### config.mk
export PLATFORM = sky130hd
export DESIGN_NAME = deferred_bump_queue
export DESIGN_NICKNAME = d
export VERILOG_FILES = /design/src/rtl/dq_pkg.sv /design/src/rtl/dq_pick.sv /design/src/rtl/dq_sum.sv /design/src/rtl/deferred_bump_queue.sv
export SDC_FILE = /design/constraint.sdc
export NUM_CORES = 1
export LEC_CHECK = 0
export CAP_MARGIN = 20
export CORE_MARGIN = 10
export CORE_UTILIZATION = 40
export CTS_CLUSTER_DIAMETER = 100
export DETAILED_ROUTE_END_ITERATION = 16
export GPL_TIMING_DRIVEN = 0
export HOLD_SLACK_MARGIN = 0.15
export PLACE_DENSITY_LB_ADDON = 0.08
export SLEW_MARGIN = 20
export SYNTH_ARGS = -nofsm -noshare
export SYNTH_HDL_FRONTEND = slang
export SYNTH_SLANG_ARGS = --single-unit
### constraint.sdc
create_clock -name clk -period 16.7 [get_ports clk]
set_input_delay 1.67 -clock clk [delete_from_list [all_inputs] [get_ports clk]]
set_output_delay 1.67 -clock clk [all_outputs]
set_load 0.03 [all_outputs]
### src/rtl/dq_pkg.sv
package dq_pkg;
  localparam int DQ_DEPTH = 8;
  localparam int DQ_NCTR  = 4;
  localparam int DQ_CW    = 16;
  localparam int DQ_AW    = 8;
  localparam int DQ_DW    = 8;
  localparam int DQ_TW    = 16;

  // True when 'now' has reached or passed 'due' on a tw-bit wrapping scale.
  function automatic logic due_reached(input logic [31:0] now, input logic [31:0] due,
                                       input int tw);
    logic [31:0] diff;
    diff = now - due;
    return diff[tw-1] == 1'b0;
  endfunction
endpackage

### src/rtl/dq_pick.sv
module dq_pick #(
  parameter int N = 8
) (
  input  logic [N-1:0] req,
  output logic [N-1:0] gnt,
  output logic         any
);
  always_comb begin
    logic found;
    found = 1'b0;
    gnt   = '0;
    for (int i = 0; i < N; i++) begin
      if (req[i] && !found) begin
        gnt[i] = 1'b1;
        found  = 1'b1;
      end
    end
  end

  assign any = |req;

  always_comb begin
    if (any) begin
      gnt_onehot_chk: assert ($countones(gnt) == 1);
    end
  end
endmodule

### src/rtl/dq_sum.sv
module dq_sum #(
  parameter int DEPTH = 8,
  parameter int NCTR  = 4,
  parameter int IW    = 2,
  parameter int AW    = 8,
  parameter int CW    = 16
) (
  input  logic [DEPTH-1:0]         fire,
  input  logic [DEPTH-1:0][IW-1:0] idx,
  input  logic [DEPTH-1:0][AW-1:0] amt,
  output logic [NCTR-1:0][CW-1:0]  delta
);
  function automatic logic [CW-1:0] widen(input logic [AW-1:0] a);
    return CW'($signed(a));
  endfunction

  always_comb begin
    for (int c = 0; c < NCTR; c++) begin
      delta[c] = '0;
      for (int e = 0; e < DEPTH; e++) begin
        if (fire[e] && int'(idx[e]) == c) delta[c] = delta[c] + widen(amt[e]);
      end
    end
  end
endmodule

### src/rtl/deferred_bump_queue.sv
module deferred_bump_queue #(
  parameter int DEPTH = dq_pkg::DQ_DEPTH,
  parameter int NCTR  = dq_pkg::DQ_NCTR,
  parameter int CW    = dq_pkg::DQ_CW,
  parameter int AW    = dq_pkg::DQ_AW,
  parameter int DW    = dq_pkg::DQ_DW,
  parameter int TW    = dq_pkg::DQ_TW,
  localparam int IW   = (NCTR > 1) ? $clog2(NCTR) : 1
) (
  input  logic                     clk,
  input  logic                     rst_n,
  input  logic                     post_valid,
  output logic                     post_ready,
  input  logic [IW-1:0]            post_ctr,
  input  logic [AW-1:0]            post_amt,
  input  logic [DW-1:0]            post_delay,
  output logic [TW-1:0]            now_cycle,
  output logic [NCTR-1:0][CW-1:0]  ctr_bank
);
  logic [TW-1:0]            now_q;
  logic [DEPTH-1:0]         slot_v;
  logic [DEPTH-1:0][IW-1:0] slot_ctr;
  logic [DEPTH-1:0][AW-1:0] slot_amt;
  logic [DEPTH-1:0][TW-1:0] slot_due;
  logic [NCTR-1:0][CW-1:0]  ctr_q;
  logic [NCTR-1:0][CW-1:0]  ctr_delta;

  // Named events for the checks
  logic [DEPTH-1:0] retire_vec;
  logic [DEPTH-1:0] avail_vec;
  logic [DEPTH-1:0] alloc_oh;
  logic             post_fire;
  logic [TW-1:0]    due_new;

  for (genvar g = 0; g < DEPTH; g++) begin : g_scan
    assign retire_vec[g] = slot_v[g] &&
                           dq_pkg::due_reached(32'(now_q), 32'(slot_due[g]), TW);
  end

  assign avail_vec = ~slot_v | retire_vec;
  assign post_fire = post_valid & post_ready;
  assign due_new   = now_q + TW'(post_delay);

  dq_pick #(.N(DEPTH)) u_pick (
    .req (avail_vec),
    .gnt (alloc_oh),
    .any (post_ready)
  );

  dq_sum #(.DEPTH(DEPTH), .NCTR(NCTR), .IW(IW), .AW(AW), .CW(CW)) u_sum (
    .fire  (retire_vec),
    .idx   (slot_ctr),
    .amt   (slot_amt),
    .delta (ctr_delta)
  );

  always_ff @(posedge clk) begin
    if (!rst_n) now_q <= '0;
    else        now_q <= now_q + 1'b1;
  end

  always_ff @(posedge clk) begin
    if (!rst_n) begin
      slot_v   <= '0;
      slot_ctr <= '0;
      slot_amt <= '0;
      slot_due <= '0;
    end else begin
      for (int i = 0; i < DEPTH; i++) begin
        if (post_fire && alloc_oh[i]) begin
          slot_v[i]   <= 1'b1;
          slot_ctr[i] <= post_ctr;
          slot_amt[i] <= post_amt;
          slot_due[i] <= due_new;
        end else if (retire_vec[i]) begin
          slot_v[i]   <= 1'b0;
        end
      end
    end
  end

  always_ff @(posedge clk) begin
    if (!rst_n) ctr_q <= '0;
    else begin
      for (int c = 0; c < NCTR; c++) ctr_q[c] <= ctr_q[c] + ctr_delta[c];
    end
  end

  assign now_cycle = now_q;
  assign ctr_bank  = ctr_q;


  cycle_step_chk: assert property (@(posedge clk) disable iff (!rst_n)
    $past(rst_n) |-> now_q == $past(now_q) + 1'b1);


  ctr_quiet_chk: assert property (@(posedge clk) disable iff (!rst_n)
    $past(rst_n) && !$stable(ctr_q) |-> $past(|retire_vec));


  retire_frees_chk: assert property (@(posedge clk) disable iff (!rst_n)
    $past(rst_n) |-> (slot_v & $past(retire_vec & ~(alloc_oh & {DEPTH{post_fire}}))) == '0);


  full_refuse_chk: assert property (@(posedge clk) disable iff (!rst_n)
    $past(rst_n) && $past(&slot_v) && $past(retire_vec) == '0 |-> $stable(slot_v));


  post_lands_chk: assert property (@(posedge clk) disable iff (!rst_n)
    post_fire |=> (slot_v & $past(alloc_oh)) == $past(alloc_oh));
endmodule

==> flow_metrics.tcl <==
set metrics [dict create \
    dp_cells 6569 \
    hold_path.class "flop to flop" \
    fp.dieArea_um2 111000 \
    synth-edff-count 0 \
    cp_max_fo 14 \
    hold_violations 0 \
    crit_required_ns 17.25 \
    port_buffers 90 \
    max_stage_delay_ns 1.02 \
    synthesis.nets 5843 \
    grtUsageTotal_pct 23.5 \
    area_growth_pct 10.9 \
    coreArea_um2 96900 \
    cts_tree "yes" \
    htree_num_levels 2 \
    num-nets-final 5988 \
    multi_input_area_um2 31400 \
    worst_pin_slew_ns 1.14 \
    slowest_stage "dfxtp_1" \
    synth_top_cell_area_share_pct 19.0 \
    netlist_instances 5192 \
    synth_area_leaders "ha_1 (19%), dfxtp_1 (15%), nand2_1 (5.6%), a21oi_1 (5.5%), nor2_1 (5.3%)" \
    power.switching_w 0.000584 \
    cts_sinks 296 \
    max_freq_ghz 0.0632 \
    mappedNetlistArea_um2 39100 \
    die_x_um 333 \
    internal-power_w 0.00137 \
    use_met3_pct 2.10 \
    seq_area_um2 5930 \
    post-route-util_pct 44.8 \
    async_flop_share_pct 0 \
    grt_util_met1_pct 33.7 \
    yosys.area.top_type "ha_1" \
    fp-row-count 114 \
    finalCritPeriodShare_pct 94.7 \
    overflow 0 \
    ys_seq_elements 296 \
    power.share.switching_pct 29.9 \
    path_clk_slew_ns 0.06 \
    cp-end-kind "flop" \
    cts_buffer_depth 3 \
    p_seq_share_pct 37.6 \
    cp.arrival_ns 16.37 \
    power-per-cell-area_nw_per_um2 45.1 \
    routedWlPerCell_um 20.5 \
    start_util_pct 40.4 \
    cts_buffers 42 \
    p_clk_share_pct 49.3 \
    drive_gt1_share_pct 6.61 \
    final_cell_mix "ha_1 (593), nand2_1 (588), nor2_1 (554)" \
    hold_buffers 0 \
    dr.pass1.iters 6 \
    drc 0 \
    slew_headroom_pct 23.5 \
    via_count 37268 \
    pwr-share-comb_pct 13.0 \
    gp_congestion 0.896 \
    ir_worst_vdd_mv 0.0630 \
    drtIter0Drc 2859 \
    num-fill-cells 9977 \
    path_class "flop to flop" \
    final_common_cell "ha_1" \
    fin_crit_ns 15.82 \
    startpoint_type "flop" \
    post_cts_resized 0 \
    cts_setup_buffers 0 \
    drv_slew 0 \
    dpl.hpwl_um 110000 \
    yosys_warnings 0 \
    synth_cell_types 105 \
    grt_pass1_vias 34141 \
    wl_um 136000 \
    rsz0062_at_grt "false" \
    cpMostUsedCell "ha_1" \
    finalNonFillerCells 6647 \
    grt_max_degree 30 \
    fin_worst_skew_ns 0.0359 \
    cts-root-buf "clkbuf_16" \
    antenna_found_initial 4 \
    tns_ns 0 \
    vias_per_cell 5.61 \
    fp.dieH_um 333 \
    grt_first_pass_wirelength_um 205000 \
    drv_cap 0 \
    status "completed" \
    leakagePower_nw 20.3 \
    ys_seq_area_share_pct 15.2 \
    busiest_layer "met2" \
    syn_area_per_cell_um2 7.53 \
    ant_nets 0 \
    io_pins 102 \
    worstSkewPairLatency_ns 0.63 \
    synth_flop_cell "dfxtp_1" \
    setup_viol 0 \
    grt_util_met2_pct 37.6 \
]
metrics by stage:
step / area [µm²] / power, W / hold WS (ns) / worst slack (ns)
6_report: 43400 / 0.00195 / 0.450 / 0.882
5_1_grt: 43400 / 0.00202 / 0.463 / 0.111
4_1_cts: 43400 / 0.00197 / 0.451 / 1.20
3_5_place_dp: 41900 / 0.00100 / 0.444 / 1.32
3_3_place_gp: 41600 / 0.000998 / 0.439 / 1.36
2_1_floorplan: 39100 / 0.000906 / 0.427 / 3.87
worst paths after layout:
kind         slack [ns]                        end                      start  cells past startpoint
max                0.88    ctr_bank[31]$_SDFF_PN0_   now_cycle[13]$_SDFF_PN0_                     65
min                0.45  slot_due[86]$_SDFFE_PN0P_  slot_due[86]$_SDFFE_PN0P_                      2
max reg2reg        0.88    ctr_bank[31]$_SDFF_PN0_   now_cycle[13]$_SDFF_PN0_                     65
min reg2reg        0.45  slot_due[86]$_SDFFE_PN0P_  slot_due[86]$_SDFFE_PN0P_                      2
power by group through the flow:
stage | logic [W] | registers (W) | clock network [W]
after global routing | 0.000275 | 0.000736 | 0.00101
final | 0.000255 | 0.000735 | 0.000964
after floorplan | 0.000159 | 0.000747 | 0
after detailed placement | 0.000252 | 0.000750 | 0
after global placement | 0.000247 | 0.000750 | 0
after CTS | 0.000253 | 0.000735 | 0.000984
cell families after synthesis:
group           after synthesis  synth area share [%]
simple gates               1783                  20.8
compound gates             1322                  21.7
fa+ha+maj                   632                  20.9
buf+inv                     498                  4.92
xor+xnor                    396                  9.17
flops                       296                  15.2
mux                         265                  7.37
critical path, delay by kind of cell, from the launching register on:
| family | cells | cell delay [ns] |
|---|---|---|
| muxes | 3 | 0.99 |
| xor gates and xnor gates | 9 | 1.83 |
| and+or+nand+nor | 14 | 2.27 |
| buffers and inverters | 4 | 0.45 |
| DFF | 1 | 1.02 |
| adders and majority gates | 10 | 3.29 |
| AOI/OAI and AO/OA | 25 | 5.82 |
cell usage after synthesis (129+ instances only):
| cell | number |
|---|---|
| mux2_2 | 136 |
| ha_1 | 593 |
| xor2_1 | 161 |
| nand3_1 | 129 |
| xnor2_1 | 225 |
| inv_1 | 329 |
| o21ai_0 | 240 |
| dfxtp_1 | 296 |
| nor2_1 | 555 |
| nand2_1 | 588 |
| a21oi_1 | 427 |
| clkbuf_1 | 133 |
registers in the layout (all words and copies together) (netlist names):
signal / cells
slot_ctr: 16
slot_v: 8
slot_amt: 64
slot_due: 128
now_cycle: 16
ctr_bank: 64
layout make-up:
| class | count | area share (%) |
|---|---|---|
| tap | 1276 | 3.68 |
| clock buffer | 56 | 2.75 |
| buffer | 165 | 1.56 |
| clock inverter | 19 | 0.611 |
| timing repair buffer | 101 | 2.47 |
| multi-input combinational | 4398 | 72.3 |
| antenna | 3 | 0.0173 |
| inverter | 333 | 2.88 |
| sequential | 296 | 13.7 |
layer usage:
layer	up-vias	routed length (µm)
met5	-	0
met1	17396	67400
met2	868	59400
li1	18878	-
met3	126	6430
met4	0	2920
Power figures use the tool's default switching activity.
